### src/rtl/hb_pkg.sv
package hb_pkg;
    localparam int HB_MOD_W = 16;
    localparam int HB_CNT_W = 16;
    localparam int HB_DT_W  = 8;
    localparam int HB_LEGS  = 2;

    // Bit positions inside the override vector
    localparam int OV_LU = 0;
    localparam int OV_LL = 1;
    localparam int OV_RU = 2;
    localparam int OV_RL = 3;
endpackage

### src/rtl/hb_carrier.sv
module hb_carrier #(
    parameter int CW = hb_pkg::HB_CNT_W
) (
    input  logic          clk,
    input  logic          rst_n,
    input  logic          en,
    input  logic [CW-1:0] period,
    output logic [CW-1:0] cnt,
    output logic          trough
);
    typedef struct packed {
        logic [CW-1:0] cnt;
        logic          up;
    } car_t;

    car_t car_d, car_q;

    always_comb begin
        car_d = car_q;
        if (!en) begin
            car_d.cnt = '0;
            car_d.up  = 1'b1;
        end else if (car_q.up) begin
            if (car_q.cnt >= period) begin
                car_d.up  = 1'b0;
                car_d.cnt = (car_q.cnt == '0) ? '0 : car_q.cnt - 1'b1;
            end else begin
                car_d.cnt = car_q.cnt + 1'b1;
            end
        end else begin
            if (car_q.cnt <= CW'(1)) begin
                car_d.cnt = '0;
                car_d.up  = 1'b1;
            end else begin
                car_d.cnt = car_q.cnt - 1'b1;
            end
        end
    end

    always_ff @(posedge clk or negedge rst_n) begin
        if (!rst_n) car_q <= '{cnt: '0, up: 1'b1};
        else        car_q <= car_d;
    end

    assign cnt    = car_q.cnt;
    assign trough = (car_q.cnt == '0);


    cnt_in_range_chk: assert property (@(posedge clk) disable iff (!rst_n)
        (car_q.cnt <= period) && $stable(period) |=> (car_q.cnt <= period));
endmodule

### src/rtl/hb_duty.sv
module hb_duty #(
    parameter int MW = hb_pkg::HB_MOD_W,
    parameter int CW = hb_pkg::HB_CNT_W
) (
    input  logic                 clk,
    input  logic                 rst_n,
    input  logic                 trough,
    input  logic signed [MW-1:0] mod_in,
    input  logic [CW-1:0]        period,
    output logic [CW:0]          cmp_l,
    output logic [CW:0]          cmp_r
);
    localparam logic [MW-1:0] MAX_POS = {1'b0, {(MW-1){1'b1}}};

    typedef struct packed {
        logic [CW:0] l;
        logic [CW:0] r;
    } cmp_t;

    cmp_t cmp_d, cmp_q;

    function automatic logic [CW:0] scale(input logic [MW-1:0] u, input logic [CW:0] span);
        logic [MW+CW:0] prod;
        prod  = {{(CW+1){1'b0}}, u} * {{MW{1'b0}}, span};
        return prod[MW+CW:MW];
    endfunction

    logic [MW-1:0] offs;
    logic [CW:0]   span;
    logic [CW:0]   left_c;

    always_comb begin
        offs   = {~mod_in[MW-1], mod_in[MW-2:0]};
        span   = {1'b0, period} + 1'b1;
        left_c = (mod_in == MAX_POS) ? span : scale(offs, span);
        cmp_d  = cmp_q;
        if (trough) begin
            cmp_d.l = left_c;
            cmp_d.r = span - left_c;
        end
    end

    always_ff @(posedge clk or negedge rst_n) begin
        if (!rst_n) cmp_q <= '0;
        else        cmp_q <= cmp_d;
    end

    assign cmp_l = cmp_q.l;
    assign cmp_r = cmp_q.r;


    cmp_hold_chk: assert property (@(posedge clk) disable iff (!rst_n)
        !trough |=> $stable(cmp_q));
endmodule

### src/rtl/hb_leg.sv
module hb_leg #(
    parameter int CW = hb_pkg::HB_CNT_W,
    parameter int DW = hb_pkg::HB_DT_W
) (
    input  logic          clk,
    input  logic          rst_n,
    input  logic          en,
    input  logic [CW-1:0] cnt,
    input  logic [CW:0]   cmp,
    input  logic [DW-1:0] dead,
    input  logic          ovr_en,
    input  logic          ovr_hi,
    input  logic          ovr_lo,
    output logic          hi,
    output logic          lo,
    output logic          clash
);
    typedef struct packed {
        logic          side;
        logic [DW-1:0] dcnt;
        logic          hi;
        logic          lo;
    } leg_t;

    leg_t leg_d, leg_q;
    logic raw_hi, want_hi, want_lo;

    always_comb begin
        raw_hi = ({1'b0, cnt} < cmp);
        leg_d  = leg_q;
        if (!en) begin
            leg_d.side = 1'b0;
            leg_d.dcnt = dead;
        end else if (raw_hi != leg_q.side) begin
            leg_d.side = raw_hi;
            leg_d.dcnt = dead;
        end else if (leg_q.dcnt != '0) begin
            leg_d.dcnt = leg_q.dcnt - 1'b1;
        end

        want_hi = (leg_d.dcnt == '0) &&  leg_d.side;
        want_lo = (leg_d.dcnt == '0) && !leg_d.side;
        if (ovr_en) begin
            want_hi = ovr_hi;
            want_lo = ovr_lo;
        end

        clash    = en && want_hi && want_lo;
        leg_d.hi = en && want_hi && !want_lo;
        leg_d.lo = en && want_lo && !want_hi;
    end

    always_ff @(posedge clk or negedge rst_n) begin
        if (!rst_n) leg_q <= '{side: 1'b0, dcnt: '0, hi: 1'b0, lo: 1'b0};
        else        leg_q <= leg_d;
    end

    assign hi = leg_q.hi;
    assign lo = leg_q.lo;


    no_shoot_through_chk: assert property (@(posedge clk) disable iff (!rst_n)
        !(leg_q.hi && leg_q.lo));


    off_when_disabled_chk: assert property (@(posedge clk) disable iff (!rst_n)
        !en |=> (!leg_q.hi && !leg_q.lo));
endmodule

### src/rtl/hbridge_pwm_top.sv
module hbridge_pwm_top #(
    parameter int MOD_W = hb_pkg::HB_MOD_W,
    parameter int CNT_W = hb_pkg::HB_CNT_W,
    parameter int DT_W  = hb_pkg::HB_DT_W
) (
    input  logic                    clk,
    input  logic                    rst_n,
    input  logic                    enable,
    input  logic signed [MOD_W-1:0] mod_in,
    input  logic [CNT_W-1:0]        period_cyc,
    input  logic [DT_W-1:0]         dead_cyc,
    input  logic                    force_en,
    input  logic [3:0]              force_gates,
    output logic                    gate_lu,
    output logic                    gate_ll,
    output logic                    gate_ru,
    output logic                    gate_rl,
    output logic                    fault
);
    import hb_pkg::*;

    logic [CNT_W-1:0] cnt;
    logic             trough;
    logic [CNT_W:0]   cmp_l, cmp_r;
    logic [CNT_W:0]   cmp_a   [HB_LEGS];
    logic             ovr_hi  [HB_LEGS];
    logic             ovr_lo  [HB_LEGS];
    logic             leg_hi  [HB_LEGS];
    logic             leg_lo  [HB_LEGS];
    logic             leg_clash [HB_LEGS];
    logic             fault_d, fault_q;

    hb_carrier #(.CW(CNT_W)) u_carrier (
        .clk    (clk),
        .rst_n  (rst_n),
        .en     (enable),
        .period (period_cyc),
        .cnt    (cnt),
        .trough (trough)
    );

    hb_duty #(.MW(MOD_W), .CW(CNT_W)) u_duty (
        .clk    (clk),
        .rst_n  (rst_n),
        .trough (trough),
        .mod_in (mod_in),
        .period (period_cyc),
        .cmp_l  (cmp_l),
        .cmp_r  (cmp_r)
    );

    assign cmp_a[0]  = cmp_l;
    assign cmp_a[1]  = cmp_r;
    assign ovr_hi[0] = force_gates[OV_LU];
    assign ovr_lo[0] = force_gates[OV_LL];
    assign ovr_hi[1] = force_gates[OV_RU];
    assign ovr_lo[1] = force_gates[OV_RL];

    for (genvar g = 0; g < HB_LEGS; g++) begin : g_leg
        hb_leg #(.CW(CNT_W), .DW(DT_W)) u_leg (
            .clk    (clk),
            .rst_n  (rst_n),
            .en     (enable),
            .cnt    (cnt),
            .cmp    (cmp_a[g]),
            .dead   (dead_cyc),
            .ovr_en (force_en),
            .ovr_hi (ovr_hi[g]),
            .ovr_lo (ovr_lo[g]),
            .hi     (leg_hi[g]),
            .lo     (leg_lo[g]),
            .clash  (leg_clash[g])
        );
    end

    always_comb begin
        fault_d = fault_q | leg_clash[0] | leg_clash[1];
    end

    always_ff @(posedge clk or negedge rst_n) begin
        if (!rst_n) fault_q <= 1'b0;
        else        fault_q <= fault_d;
    end

    assign gate_lu = leg_hi[0];
    assign gate_ll = leg_lo[0];
    assign gate_ru = leg_hi[1];
    assign gate_rl = leg_lo[1];
    assign fault   = fault_q;


    fault_sticky_chk: assert property (@(posedge clk) disable iff (!rst_n)
        fault_q |=> fault_q);


    clash_blocks_gate_chk: assert property (@(posedge clk) disable iff (!rst_n)
        (force_en && enable && force_gates[OV_LU] && force_gates[OV_LL])
            |=> (!gate_lu && !gate_ll && fault));
endmodule

### config.mk
export PLATFORM = sky130hd
export DESIGN_NAME = hbridge_pwm_top
export DESIGN_NICKNAME = d
export VERILOG_FILES = /design/src/rtl/hb_pkg.sv /design/src/rtl/hb_carrier.sv /design/src/rtl/hb_duty.sv /design/src/rtl/hb_leg.sv /design/src/rtl/hbridge_pwm_top.sv
export SDC_FILE = /design/constraint.sdc
export NUM_CORES = 1
export LEC_CHECK = 0
export ABC_AREA = 1
export BUFFER_PORTS_ARGS = -buffer_cell sky130_fd_sc_hd__buf_2
export CORE_ASPECT_RATIO = 0.75
export CORE_MARGIN = 2
export CORE_UTILIZATION = 38
export CTS_CLUSTER_SIZE = 28
export DETAILED_ROUTE_END_ITERATION = 10
export HOLD_SLACK_MARGIN = 0.05
export SYNTH_ARGS = -nofsm -noshare
export SYNTH_HDL_FRONTEND = slang
export SYNTH_SLANG_ARGS = --single-unit
### constraint.sdc
create_clock -name clk -period 4.97 [get_ports clk]
set_input_delay 0.994 -clock clk [delete_from_list [all_inputs] [get_ports clk]]
set_output_delay 0.994 -clock clk [all_outputs]
set_load 0.05 [all_outputs]
* Word-level counts from Yosys, hierarchy flattened
Index checks and enable logic that the tools add are counted.
** Word-level totals
- Register bits :: 74
- Input port bits :: 48
- Word-level logic and storage cells :: 75
** Operators by class
- Add/sub/neg operators :: 6
- Multiply operators :: 1
- $lt $le $gt $ge :: 4
- Equality and inequality tests :: 3
- Muxes and demuxes :: 20
- Bitwise logic cells :: 3
- Reduce and logical (&&, ||, !) cells :: 25
** Operators by type and width (number)
- 17-bit two-way mux :: 3
- 16-bit two-way mux :: 3
- 16-bit by 17-bit < comparator with 1-bit output :: 2
- 16-bit by 17-bit multiplier with 33-bit output :: 1
- 8-bit two-way mux :: 4
- 9-bit two-way mux :: 2
- 16-bit by 1-bit adder with 17-bit output, second input constant :: 1
- 17-bit subtractor :: 1
- 16-bit by 1-bit adder with 16-bit output, second input constant :: 1
- 16-bit by 15-bit equality test with 1-bit output, second input constant :: 1
- 16-bit greater-or-equal comparator :: 1
- 16-bit by 1-bit <= comparator with 1-bit output, second input constant :: 1
- 16-bit logical NOT :: 1
- 8-bit logical NOT :: 2
- 8-bit nonzero test :: 2
- 16-bit by 1-bit subtractor with 16-bit output, second input constant :: 1
- 8-bit by 1-bit subtractor with 8-bit output, second input constant :: 2
- 1-bit logical AND :: 14
- 1-bit two-way mux :: 8
- 1-bit logical NOT :: 6
- 1-bit != test :: 2
- 1-bit OR :: 2
- 1-bit NOT :: 1

* Depth between registers and ports, before layout
- Depth in word-level cells :: 11
- Gate-level depth with buffers :: 48

* Hierarchy
A second synthesis with hierarchy kept.
** Second synthesis, totals
- Cell total of the unflattened synthesis :: 2310
- Area total of the unflattened synthesis :: 16565.9 µm²
** By module, submodules not included
- hb_duty :: instances 1, cells each 1608, area an instance 11795.1 µm²
- hb_leg :: instances 2, cells each 174, area an instance 1193.6 µm²
- hb_carrier :: instances 1, cells each 350, area an instance 2347.3 µm²
- hbridge_pwm_top :: instances 1, cells each 4, area an instance 36.3 µm²

* Worst setup path after synthesis
Ideal clock, no wire load.
- Kind :: input port to flip-flop
- From :: in period_cyc[0]
- To :: reg u_duty.cmp_q (netlist bit u_duty.cmp_r[14])
- Data arrival time :: 8383 ps
- Required time :: 4853 ps
- Setup slack :: -3530 ps
- Cell stages on the path :: 42
- Buffers on the path :: 1
- Path through :: ha_1 -> nand2_2 -> nor2_8 -> nand4_1 -> o21ai_1 -> nand2_2 -> inv_2 -> clkbuf_1 -> nand2_1 -> fa_1 -> fa_1 -> fa_1 -> inv_1 -> fa_1 -> fa_1 -> inv_1 -> fa_1 -> inv_1 -> (+6 left out) -> nand3_1 -> xnor2_1 -> nand2_1 -> o21ai_0 -> inv_1 -> ha_1 -> fa_1 -> o211a_1 -> o21ai_0 -> nand3_1 -> a21boi_2 -> nand2_1 -> nand2_1 -> nand2_1 -> nand2_1 -> nand2_1 -> nand3_1 -> nand2_1
** On the way
- Longest elaborated chain between the ends :: 4
** RTL lines
- start, declared :: RTL line hbridge_pwm_top.sv:10 : input logic [CNT_W-1:0] period_cyc,
- 16-bit by 1-bit adder with 17-bit output (*) :: RTL line hb_duty.sv:34 : span = {1'b0, period} + 1'b1;
- 16-bit by 17-bit multiplier with 33-bit output :: RTL line hb_duty.sv:24 : prod = {{(CW+1){1'b0}}, u} * {{MW{1'b0}}, span};
- 17-bit two-way mux (*) :: RTL line hb_duty.sv:35 : left_c = (mod_in == MAX_POS) ? span : scale(offs, span);
- named net u_duty.left_c[0] :: RTL line hb_duty.sv:30 : logic [CW:0] left_c;
- 17-bit subtractor (*) :: RTL line hb_duty.sv:39 : cmp_d.r = span - left_c;
- end signal, assigned :: RTL line hb_duty.sv:45 : else cmp_q <= cmp_d;
- end, declared :: RTL line hb_duty.sv:20 : cmp_t cmp_d, cmp_q;
Mark *: on every way through the listed nets, which the timed path passes. The rest lies on a longest branch.
A chain may end at the register's enable or synchronous reset.

* Worst setup path in the final report
- From :: in period_cyc[0]
- To :: reg u_duty.cmp_q (netlist bit u_duty.cmp_r[16])
** On the way
- Longest elaborated chain between the ends :: 4
** RTL lines (RTL line)
- 16-bit by 1-bit adder with 17-bit output (*) :: hb_duty.sv:34
- 16-bit by 17-bit multiplier with 33-bit output :: hb_duty.sv:24
- 17-bit two-way mux :: hb_duty.sv:35
- 17-bit subtractor (*) :: hb_duty.sv:39
Mark *: on every way between the ends. The rest lies on a longest branch, timed or not.

==> metrics.txt <==
# TYPE chip_impl_metric gauge
chip_impl_metric{name="grt_pass1_vias",unit=""} 16100
chip_impl_metric{name="layout-drive-gt1-share",unit=""} 0.316
chip_impl_metric{name="synth_edf_count",unit=""} 0
chip_impl_metric{name="holdWs",unit="ns"} 0.476
chip_impl_metric{name="clock_network_latency_to_the_later_pin_of_the_worst_skew_pair",unit="ns"} 0.36
chip_impl_info{name="hp-start",value="u_duty.cmp_r[15]"} 1
chip_impl_metric{name="worst-r2r-setup-slack",unit="ns"} 0.95
chip_impl_info{name="worst_path_max_delay_cell",value="fa_2"} 1
chip_impl_metric{name="cts_buffer_depth",unit=""} 2
chip_impl_metric{name="cp_data_required_time",unit="ns"} 5.21
chip_impl_metric{name="critical_path.max_stage_delay",unit="ns"} 0.57
chip_impl_info{name="critical-path-top-cell-by-count",value="buf_4"} 1
chip_impl_metric{name="hold_buffers",unit=""} 0
chip_impl_metric{name="max_cap_viol_count",unit=""} 0
chip_impl_metric{name="instances_no_fill",unit=""} 3093
chip_impl_metric{name="drt_iter0_drc",unit=""} 1192
chip_impl_info{name="timing.hold.worst.class",value="flop to flop"} 1
chip_impl_metric{name="placed_cells",unit=""} 2977
chip_impl_info{name="synthMostInstantiatedCell",value="nand2_1"} 1
chip_impl_info{name="rsz_0062_raised_after_global_routing",value="yes"} 1
chip_impl_metric{name="firstDrtPassIters",unit=""} 5
chip_impl_metric{name="num_vias",unit=""} 15400
chip_impl_metric{name="detailedPlacementHpwl",unit="um"} 43400
chip_impl_metric{name="actual_transition_at_the_worst_max_transition_pin",unit="ns"} 0.995
chip_impl_metric{name="io_buffers",unit=""} 52
chip_impl_metric{name="timing.critical_path.arrival",unit="ns"} 8.43
chip_impl_info{name="rr_endpoint",value="fault"} 1
chip_impl_info{name="crit_path_end_kind",value="flop"} 1
chip_impl_info{name="run_status",value="complete, but fails checks"} 1
chip_impl_metric{name="worstHoldPathCells",unit=""} 2
chip_impl_metric{name="detail_route.wl_per_cell",unit="um"} 17.0
chip_impl_metric{name="ys_ff_latch",unit=""} 74
chip_impl_metric{name="postLayoutCoreUtil",unit=""} 0.525
chip_impl_metric{name="finish.net_count",unit=""} 2986
chip_impl_metric{name="syn-mean-instance-area",unit="um2"} 7.33
chip_impl_metric{name="timing.clock.skew",unit="ns"} 0.00564
chip_impl_metric{name="core_region_area",unit="mm2"} 0.0408
chip_impl_metric{name="finalHoldViolations",unit=""} 0
chip_impl_metric{name="cts_sinks",unit=""} 74
chip_impl_info{name="rr_startpoint",value="u_carrier.cnt[1]"} 1
chip_impl_metric{name="fmaxAchievable",unit="MHz"} 122
chip_impl_metric{name="crit_path_max_fanout",unit=""} 4
chip_impl_info{name="clockRootBuffer",value="clkbuf_16"} 1
chip_impl_metric{name="std_cell_rows",unit=""} 64
chip_impl_metric{name="ys_seq_area_frac",unit=""} 0.118
chip_impl_metric{name="final_critical_path_time_including_i_o_delays_and_setup",unit="ns"} 8.19
chip_impl_metric{name="fp.dieW",unit="um"} 239
chip_impl_metric{name="worst_slew_margin_relative_to_its_limit",unit=""} 0.337
chip_impl_metric{name="yosys_top_cell_area_share",unit=""} 0.265
chip_impl_metric{name="final_min_period_over_clock_period",unit=""} 1.65
chip_impl_metric{name="share_of_async_settable_or_async_resettable_flops_after_synthesis",unit=""} 1.00
chip_impl_metric{name="finalWorstSetupSlack",unit="ns"} -3.22
chip_impl_metric{name="syn_inst_count",unit=""} 2140
chip_impl_info{name="synth_top_cells_by_area",value="fa_1, ha_1, nand2_1"} 1
chip_impl_metric{name="detail-route-antenna-nets",unit=""} 0
chip_impl_metric{name="cts_made_buffers",unit=""} 9
chip_impl_metric{name="ios",unit=""} 53
chip_impl_metric{name="die_outline_area",unit="mm2"} 0.0430
chip_impl_metric{name="start_util",unit=""} 0.385
chip_impl_metric{name="slew_violations",unit=""} 0
chip_impl_metric{name="syn_to_final_growth",unit="%"} 36.4
chip_impl_metric{name="postSynthNetCount",unit=""} 2565
chip_impl_metric{name="ctsHtreeMaxLevel",unit=""} 3
chip_impl_info{name="failed_checks",value="negative setup slack"} 1
chip_impl_metric{name="grt_max_degree",unit=""} 75
chip_impl_metric{name="floorplan.die.height",unit="um"} 180
chip_impl_info{name="min_delay_worst_endpoint",value="u_duty.cmp_r[15]"} 1
chip_impl_info{name="netlist_top_cells_count",value="nand2_1, inv_1, fa_1"} 1
chip_impl_metric{name="grt_pass1_wl",unit="um"} 85600
chip_impl_metric{name="overflow",unit=""} 0
chip_impl_info{name="netlist.top_cell.by_area",value="fa_1"} 1
chip_impl_info{name="tritoncts",value="yes"} 1
chip_impl_metric{name="global_route.usage.total",unit=""} 0.254
chip_impl_info{name="ys_dominant_reg_cell",value="dfrtp_1"} 1
chip_impl_metric{name="antenna_cells",unit=""} 0
chip_impl_info{name="worst-setup-path-type",value="primary input to flop"} 1
chip_impl_metric{name="layout.filler_cells",unit=""} 3767
chip_impl_metric{name="reg2regPathDepth",unit=""} 24
chip_impl_info{name="timing.critical_path.from_type",value="primary input"} 1
chip_impl_metric{name="netlist-cell-type-count",unit=""} 56
chip_impl_metric{name="routed_via_density",unit=""} 4.98
chip_impl_metric{name="drc_errors",unit=""} 0
chip_impl_info{name="cp-startpoint",value="period_cyc[0]"} 1
chip_impl_metric{name="clkSlewWorstSetupHoldPaths",unit="ns"} 0.06
chip_impl_metric{name="setup_viol",unit=""} 34
chip_impl_metric{name="totalNegativeSetupSlack",unit="ns"} -83.05
chip_impl_metric{name="syn-cell-area",unit="mm2"} 0.0157
chip_impl_metric{name="ys.warnings.count",unit=""} 0
chip_impl_metric{name="wirelength",unit="um"} 52500
chip_impl_metric{name="number_of_antenna_violations_at_the_first_check_in_global_routing",unit=""} 0
chip_impl_metric{name="globalplace.congestion",unit=""} 0.996
## worst max-delay path: cells and delay by family
family          cells  cell delay, ns
fa+ha+maj           7            3.46
compound gates      1            0.15
buf+inv            19            1.67
simple gates       23            2.13
## cells by family (layout without fill, tap and decap cells)
| logic type | after synthesis | count (layout) | share of synthesized area |
|---|---|---|---|
| flip-flops | 74 | 74 | 0.118 |
| XOR/XNOR | 59 | 59 | 0.0329 |
| adder cells (fa/ha/maj) | 377 | 377 | 0.400 |
| AND/OR/NAND/NOR | 864 | 864 | 0.238 |
| AO/OA/AOI/OAI | 206 | 206 | 0.0760 |
| buffers and inverters | 560 | 985 | 0.135 |
## flip-flops by register name, indices dropped and copies added (netlist names)
register           flops
fault                  1
g_leg.u_leg.hi         2
g_leg.u_leg.leg_q     18
g_leg.u_leg.lo         2
u_carrier.car_q        1
u_carrier.cnt         16
u_duty.cmp_l          17
u_duty.cmp_r          17
## metrics by stage
step / setup WS, ns / cell area [um2]
floorplan: -2.90 / 16000
global placement: -3.64 / 19100
detailed placement: -3.70 / 19100
CTS: -2.95 / 20500
global route: -3.48 / 21400
finish: -3.22 / 21400
## routing by layer
metal	share of wire	vias up	track usage	wire length, um
li1	-	7375	-	-
met1	0.46	7473	0.359	24100
met2	0.42	484	0.370	22100
met3	0.099	75	0.0921	5210
met4	0.020	2	0.0523	1080
met5	0.0014	-	0.0123	72
## area by class of cell
class / count / area [um2] / area share
clock buffers: 11 / 253 / 0.0118
clock inverters: 4 / 27.5 / 0.00129
inverters: 505 / 1940 / 0.0905
multi-input cells: 1506 / 13000 / 0.608
flip-flops and latches: 74 / 1850 / 0.0866
well taps: 528 / 661 / 0.0309
repair buffers: 465 / 3660 / 0.171
## cells in the final DEF (no fill, tap or decap), drive strengths merged, types with 2 or more instances in the layout
master,netlist,routed
nand2,506,506
inv,501,500
buf,15,465
fa,208,208
nor2,202,202
ha,169,169
o21ai,80,80
dfrtp,73,73
nand3,69,69
a21oi,68,68
xor2,42,42
nand4,35,35
nor3,26,26
xnor2,17,17
o211ai,13,13
o21bai,11,11
clkbuf,40,11
nand3b,8,8
nor4,8,8
o221ai,7,7
a211oi,5,5
o22ai,5,5
clkinv,4,5
clkinvlp,0,4
a31oi,4,4
and2,4,4
a22oi,3,3
or2,3,3
a21boi,2,2
nor3b,2,2
## worst max path at each step
stage                             endpoint  cells past startpoint
after floorplan           u_duty.cmp_r[14]                     46
after global routing      u_duty.cmp_r[16]                     50
after global placement    u_duty.cmp_r[15]                     42
final                     u_duty.cmp_r[16]                     50
after CTS                 u_duty.cmp_r[11]                     38
after detailed placement  u_duty.cmp_r[13]                     42
## timing repair
item	4_1_cts	5_1_grt
pin swaps	111	95
resized for setup	178	194
setup buffers	68	42
endpoints found under the setup margin	34	34
Power is left out: the tool's default activity adds up to more than one toggle a clock period on the data nets, which glitch-free logic cannot reach.
